## config.mk

```make
export PLATFORM = sky130hd
export DESIGN_NAME = mac_booth_et
export DESIGN_NICKNAME = d
export VERILOG_FILES = /design/src/rtl/mac_pkg.sv /design/src/rtl/mac_booth_row.sv /design/src/rtl/mac_term_ctl.sv /design/src/rtl/mac_booth_et.sv
export SDC_FILE = /design/constraint.sdc
export NUM_CORES = 2
export LEC_CHECK = 0
export BUFFER_PORTS_ARGS = -buffer_cell sky130_fd_sc_hd__buf_2
export CORE_UTILIZATION = 51
export CTS_CLUSTER_DIAMETER = 30
export DETAILED_ROUTE_END_ITERATION = 8
export PLACE_DENSITY = 0.68
export SETUP_SLACK_MARGIN = 0.15
export SLEW_MARGIN = 20
export SYNTH_ARGS = -nofsm -noshare
export SYNTH_HDL_FRONTEND = slang
export SYNTH_SLANG_ARGS = --single-unit
```

## constraint.sdc

```tcl
create_clock -name clk -period 13.6 [get_ports clk]
set_clock_uncertainty 0.1 [all_clocks]
set_input_delay 2.72 -clock clk [delete_from_list [all_inputs] [get_ports clk]]
set_output_delay 2.72 -clock clk [all_outputs]
set_load 0.1 [all_outputs]
```

## src/rtl/mac_pkg.sv

```systemverilog
package mac_pkg;

   typedef enum logic [2:0] {
      OP_MUL   = 3'b000,
      OP_MLA   = 3'b001,
      OP_UMULL = 3'b010,
      OP_UMLAL = 3'b011,
      OP_SMULL = 3'b100,
      OP_SMLAL = 3'b101
   } mac_op_e;

   typedef struct packed {
      logic neg;
      logic one;
      logic two;
   } booth_sel_t;

   // Radix-4 digit select from window {b(2j+1), b(2j), b(2j-1)}
   function automatic booth_sel_t booth_decode(input logic [2:0] w);
      booth_sel_t s;
      s.neg = w[2];
      s.one = w[1] ^ w[0];
      s.two = (w[2] & ~w[1] & ~w[0]) | (~w[2] & w[1] & w[0]);
      return s;
   endfunction

endpackage

```

## src/rtl/mac_booth_row.sv

```systemverilog
module mac_booth_row
   import mac_pkg::*;
#(
   parameter int W     = 64,
   parameter int SHIFT = 0
) (
   input  logic [W-1:0] s_in,
   input  logic [W-1:0] k_in,
   input  logic [W-1:0] mc,
   input  logic [2:0]   win,
   output logic [W-1:0] s_out,
   output logic [W-1:0] k_out
);

   booth_sel_t   sel;
   logic [W-1:0] mag;
   logic [W-1:0] addend;

   always_comb begin
      sel    = booth_decode(win);
      mag    = sel.two ? (mc << 1) : (sel.one ? mc : '0);
      addend = (sel.neg ? (~mag + 1'b1) : mag) << SHIFT;
      s_out  = s_in ^ k_in ^ addend;
      k_out  = ((s_in & k_in) | (s_in & addend) | (k_in & addend)) << 1;
   end

endmodule

```

## src/rtl/mac_term_ctl.sv

```systemverilog
module mac_term_ctl #(
   parameter int XLEN = 32,
   parameter int BPC  = 8,
   parameter int NCYC = 4,
   parameter int CW   = 3
) (
   input  logic [XLEN-1:0] mult,
   input  logic            zero_only,
   output logic [CW-1:0]   ncyc
);

   logic [NCYC-1:0] stop;

   assign stop[0] = 1'b0;

   for (genvar k = 1; k < NCYC; k++) begin : g_thr
      assign stop[k] = ~|mult[XLEN-1:k*BPC] |
                       (~zero_only & (&mult[XLEN-1:k*BPC]));
   end

   always_comb begin
      ncyc = CW'(NCYC);
      for (int k = NCYC - 1; k >= 1; k--) begin
         if (stop[k]) ncyc = CW'(k);
      end
   end

endmodule

```

## src/rtl/mac_booth_et.sv

```systemverilog
module mac_booth_et
   import mac_pkg::*;
#(
   parameter int XLEN  = 32,
   parameter int STEPS = 4
) (
   input  logic              clk,
   input  logic              rst_n,
   input  logic              start,
   input  logic [2:0]        op,
   input  logic              set_flags,
   input  logic [XLEN-1:0]   mcand,
   input  logic [XLEN-1:0]   mult,
   input  logic [2*XLEN-1:0] acc,
   output logic              busy,
   output logic              done,
   output logic [2*XLEN-1:0] result,
   output logic              flag_n,
   output logic              flag_z,
   output logic              flag_c,
   output logic              flags_valid
);

   localparam int PW   = 2 * XLEN;
   localparam int BPC  = 2 * STEPS;
   localparam int NCYC = XLEN / BPC;
   localparam int CW   = $clog2(NCYC + 2);
   localparam int MW   = XLEN + 1;

   if (XLEN % BPC != 0) begin : g_bad_div
      $error("XLEN must be a multiple of 2*STEPS");
   end
   if (BPC > XLEN || XLEN < 2) begin : g_bad_size
      $error("STEPS too large for XLEN");
   end

   // decode at launch
   logic is_long, is_uns, is_acc;
   logic [CW-1:0] ncyc;

   assign is_long = op[2] ^ op[1];
   assign is_uns  = (op[2:1] == 2'b01);
   assign is_acc  = op[0];

   mac_term_ctl #(.XLEN(XLEN), .BPC(BPC), .NCYC(NCYC), .CW(CW)) u_term (
      .mult      (mult),
      .zero_only (is_uns),
      .ncyc      (ncyc)
   );

   // datapath state
   logic [PW-1:0] s_q, k_q, mc_q;
   logic [MW-1:0] m_q;
   logic          ext_q;
   logic [CW-1:0] left_q;
   logic          xtra_q, long_q, full_q, topc_q, sf_q;

   logic          stepping, last;
   logic [PW-1:0] s_nx, k_nx, mc_nx, s_fx, k_fx, sum;
   logic [MW-1:0] m_nx;

   logic [PW-1:0] s_ch [STEPS+1];
   logic [PW-1:0] k_ch [STEPS+1];

   assign s_ch[0] = s_q;
   assign k_ch[0] = k_q;

   for (genvar i = 0; i < STEPS; i++) begin : g_row
      mac_booth_row #(.W(PW), .SHIFT(2*i)) u_row (
         .s_in  (s_ch[i]),
         .k_in  (k_ch[i]),
         .mc    (mc_q),
         .win   (m_q[2*i+2:2*i]),
         .s_out (s_ch[i+1]),
         .k_out (k_ch[i+1])
      );
   end

   assign busy     = (|left_q) | xtra_q;
   assign stepping = |left_q;
   assign last     = ((left_q == CW'(1)) & ~xtra_q) | ((left_q == '0) & xtra_q);

   assign s_nx  = stepping ? s_ch[STEPS] : s_q;
   assign k_nx  = stepping ? k_ch[STEPS] : k_q;
   assign mc_nx = stepping ? (mc_q << BPC) : mc_q;
   assign m_nx  = stepping ? {{BPC{ext_q}}, m_q[MW-1:BPC]} : m_q;

   // extension digit left over by early stop (or unsigned top bit)
   mac_booth_row #(.W(PW), .SHIFT(0)) u_fix (
      .s_in  (s_nx),
      .k_in  (k_nx),
      .mc    (mc_nx),
      .win   (m_nx[2:0]),
      .s_out (s_fx),
      .k_out (k_fx)
   );

   assign sum = s_fx + k_fx;

   logic          c_val;
   logic [PW-1:0] res_val;

   always_comb begin
      if (long_q) begin
         res_val = sum;
         c_val   = full_q ? k_nx[PW-1] : k_nx[XLEN-1];
      end else begin
         res_val = {{XLEN{1'b0}}, sum[XLEN-1:0]};
         c_val   = full_q ? topc_q : k_nx[XLEN-1];
      end
   end

   always_ff @(posedge clk) begin
      if (!rst_n) begin
         s_q <= '0; k_q <= '0; mc_q <= '0; m_q <= '0; ext_q <= 1'b0;
         left_q <= '0; xtra_q <= 1'b0; long_q <= 1'b0; full_q <= 1'b0;
         topc_q <= 1'b0; sf_q <= 1'b0;
         done <= 1'b0; flags_valid <= 1'b0; result <= '0;
         flag_n <= 1'b0; flag_z <= 1'b0; flag_c <= 1'b0;
      end else if (start && !busy) begin
         s_q    <= !is_acc ? '0 : (is_long ? acc : {{XLEN{1'b0}}, acc[XLEN-1:0]});
         k_q    <= '0;
         mc_q   <= {{XLEN{~is_uns & mcand[XLEN-1]}}, mcand};
         m_q    <= {mult, 1'b0};
         ext_q  <= ~is_uns & mult[XLEN-1];
         left_q <= ncyc;
         xtra_q <= is_acc | is_long;
         long_q <= is_long;
         full_q <= (ncyc == CW'(NCYC));
         topc_q <= (mult[XLEN-1:XLEN-2] == 2'b10);
         sf_q   <= set_flags;
         done   <= 1'b0;
         flags_valid <= 1'b0;
      end else begin
         s_q  <= s_nx;
         k_q  <= k_nx;
         mc_q <= mc_nx;
         m_q  <= m_nx;
         if (stepping)    left_q <= left_q - 1'b1;
         else if (xtra_q) xtra_q <= 1'b0;
         done        <= last;
         flags_valid <= last & sf_q;
         if (last) begin
            result <= res_val;
            if (sf_q) begin
               flag_n <= long_q ? res_val[PW-1] : res_val[XLEN-1];
               flag_z <= long_q ? (res_val == '0) : (res_val[XLEN-1:0] == '0);
               flag_c <= c_val;
            end
         end
      end
   end

   // ---------------- assertions ----------------
   logic [CW:0] bcnt_q;
   always_ff @(posedge clk) begin
      if (!rst_n)    bcnt_q <= '0;
      else if (busy) bcnt_q <= bcnt_q + 1'b1;
      else           bcnt_q <= '0;
   end


   accept_busy_chk: assert property (@(posedge clk) disable iff (!rst_n)
      (start && !busy) |=> busy);


   done_idle_chk: assert property (@(posedge clk) disable iff (!rst_n)
      done |-> (!busy && $past(busy)));


   done_pulse_chk: assert property (@(posedge clk) disable iff (!rst_n)
      done |=> !done);


   fell_done_chk: assert property (@(posedge clk) disable iff (!rst_n)
      $fell(busy) |-> done);


   busy_len_chk: assert property (@(posedge clk) disable iff (!rst_n)
      busy |-> (bcnt_q <= (CW+1)'(NCYC)));


   fv_done_chk: assert property (@(posedge clk) disable iff (!rst_n)
      flags_valid |-> done);


   flags_hold_chk: assert property (@(posedge clk) disable iff (!rst_n)
      !flags_valid |-> ($stable(flag_n) && $stable(flag_z) && $stable(flag_c)));

endmodule

```

==> key figures <==
Detailed routing
  – Met3 wire len: 33120 µm
  – DRC: 8
  – Via count: 44780
  – Final ANT Viol Nets: 0
  – Routed vias/inst: 6.830
  – Wirelength per Cell: 28.70 µm
  – DR WL met2: 70740 µm
  – DR pass1 iterations: 9
  – Met1 WL: 76570 µm
  – Max layer used: met5
  – DRT Wirelength: 188200 µm
  – Initial DRC count: 7786

GRT
  – Initial antenna violation count: 5
  – Total GRT Usage: 0.4522
  – Total gr overflow: 0
  – Largest net degree at the start of global routing: 98
  – First-pass GRT wire length: 275100 µm
  – Number of global-route vias before repair: 40640

Synth
  – Cell Area, Synth: 40500 µm²
  – Mapped Cells: 5528
  – Yosys Warn Count: 0
  – Main synth FF type: dfxtp_1
  – Synth top cells by count: nand2_1, a21oi_1, o21ai_0
  – Top post-synthesis cells by area: dfxtp_1, fa_1, a21oi_1, nand2_1, o21ai_0
  – Syn nets: 6044
  – Asr flop ratio synth: 0
  – Yosys top cell area share: 0.1498
  – Syn Area/Cell: 7.327 µm²
  – Post-synth EDFFs: 0
  – Seq/Total Area, Yosys: 0.1498
  – FF+latch count, synth: 303
  – Netlist cell types: 100
  – Most frequent cell after synthesis: nand2_1
  – Yosys top cell by area: dfxtp_1

Clocking
  – TritonCTS buffer count: 86
  – Clk slew on worst S/H paths: 40 ps
  – CTS tree: done
  – CTS sink count: 303
  – Post-CTS Setup Bufs: 0
  – CTS Buffer Depth: 3
  – Clk root buf: clkbuf_16
  – Hold_buf cts: 0
  – Clock Latency Late Sink: 650 ps
  – H-tree depth: 3
  – CTS resizes: 0

Floorplanning
  – Die W: 283.8 µm
  – Starting Density: 0.5194
  – Site Rows: 102
  – Chip height: 283.8 µm
  – IO Count: 205
  – CORE AREA: 77980 µm²
  – Total Die Area: 80550 µm²

Critical path
  – Most used cell, CP: fa_1
  – RR Endpoint: flag_z
  – Req. time, crit path: 14080 ps
  – Crit. End Element: flop
  – Slowest CP cell: dfxtp_4
  – Arrival time at the worst endpoint: 12990 ps
  – Crit Path Category: flop to flop
  – CP Launch Type: flop
  – R2R depth: 36
  – R2R Setup Slk: 1090 ps
  – R2r startpoint: m_q[2]
  – Critical Path Max Stage Delay: 840 ps
  – Critical path peak fanout: 71

Min path
  – Worst Hold End: result[14]
  – Worst Hold Class: flop to flop
  – Hold_sp: result[14]
  – Worst Hold Depth: 2

Timing
  – Slew headroom: 0.1592
  – RSZ-0062 raised after global routing: false
  – Setup_tns: 0 ps
  – Final setup fails: 0
  – Pins Over Slew Limit: 0
  – Maximum clock frequency: 0.07992 GHz
  – Final Critical Period: 12510 ps
  – Worst-Margin Slew: 1261 ps
  – PnR worst setup slack: 1088 ps
  – Final period utilization: 0.9200
  – Final hold viol count: 0

Run status
  – Failing checks: DRC
  – Status: finished with violations

Placement
  – Placed Instances: 6393
  – Dpl hpwl: 142900 µm
  – Port buffer count: 204
  – RePlAce Congestion: 1.063
  – Pre-CTS WS: 1602 ps

Finish
  – Area delta synth->final: 11.60%
  – Layout cells sized above 1: 0.1133
  – Final #Nets: 5960
  – Fin cells: 6556

Job
  – MaxCap Viol Count: 0
[worst max-delay path by stage]
stage                     slack (ps)  depth (start not counted)  endpoint   start
after floorplan                 3570                         40    flag_z  m_q[0]
after global placement          1600                         37    flag_z  m_q[0]
after detailed placement        1600                         36    flag_z  m_q[2]
after CTS                       1580                         36    flag_z  m_q[2]
after global routing             890                         36    flag_z  m_q[2]
final                           1090                         36    flag_z  m_q[2]
[registers in the layout, summed over array words and instances (netlist names)]
| name | count |
|---|---|
| xtra_q | 1 |
| m_q | 33 |
| left_q | 3 |
| long_q | 1 |
| ext_q | 1 |
| result | 64 |
| flag_c | 1 |
| mc_q | 64 |
| done | 1 |
| flag_z | 1 |
| k_q | 64 |
| s_q | 64 |
| full_q | 1 |
| topc_q | 1 |
| sf_q | 1 |
| flags_valid | 1 |
| flag_n | 1 |
[cells by family (layout without fill, tap and decap cells)]
| logic type | Yosys count | after routing | share of synthesized area |
|---|---|---|---|
| fa+ha+maj | 381 | 381 | 0.1718 |
| simple gates | 1681 | 1681 | 0.1973 |
| other cells | 0 | 1 | 0 |
| compound gates | 1923 | 1923 | 0.3083 |
| flops | 303 | 303 | 0.1498 |
| xor+xnor | 268 | 268 | 0.05938 |
| mux | 140 | 140 | 0.03516 |
| buf+inv | 832 | 819 | 0.07831 |
[cell usage in the layout, fill, tap and decap left out, types with 32 or more instances in the layout]
| cell | instances |
|---|---|
| clkbuf_16 | 87 |
| o211a_1 | 46 |
| nand3_1 | 137 |
| and2_1 | 44 |
| inv_1 | 288 |
| a21boi_0 | 75 |
| nand2_1 | 664 |
| a221o_1 | 33 |
| mux2i_1 | 119 |
| and3_1 | 67 |
| o211ai_1 | 43 |
| buf_2 | 204 |
| a22o_1 | 59 |
| ha_1 | 89 |
| a211oi_1 | 40 |
| xnor2_1 | 147 |
| nor3_1 | 64 |
| buf_4 | 150 |
| xor2_1 | 111 |
| o31ai_1 | 49 |
| a221oi_1 | 83 |
| nand2b_1 | 64 |
| a22oi_1 | 94 |
| a21o_1 | 51 |
| dfxtp_1 | 296 |
| o21ai_0 | 458 |
| a21oi_1 | 518 |
| o22ai_1 | 88 |
| a31oi_1 | 65 |
| nor2b_1 | 32 |
| nand4_1 | 36 |
| nor2_1 | 368 |
| fa_1 | 292 |
[worst max-delay path, delay by kind of cell, from the launching register on]
family | cells | cell delay, ps
compound gates | 6 | 1310
xor+xnor | 1 | 170
fa+ha+maj | 6 | 2780
buf+inv | 4 | 610
flops | 1 | 840
mux | 1 | 390
simple gates | 18 | 6180
[layout make-up]
class                           instances  area, µm²
Clock buffer                          102       2313
Fill cell                            7314      32780
Clock inverter                         57      723.2
Inverter                              303       1137
Multi-Input combinational cell       4393      31460
Sequential cell                       303       6082
Timing Repair Buffer                  357       2180
Antenna cell                            1      2.502
Tap cell                             1040       1301
[metrics by stage]
step	instance area (µm²)	hold WS, ps	utilization
3_3_place_gp	42130	351.1	0.5403
3_5_place_dp	42140	358.6	0.5405
6_report	45200	361.6	0.5797
5_1_grt	45200	386.9	0.5797
2_1_floorplan	40500	341.1	-
4_1_cts	45180	365.0	0.5794
[layer usage]
metal	GRT usage	vias to the layer above
li1	-	19650
met1	0.6335	21220
met2	0.5925	3414
met3	0.2185	495
met4	0.1531	2
met5	0	-
Power is not shown: default switching activity piles up to over one toggle a cycle in this logic, so the estimate is an artifact.
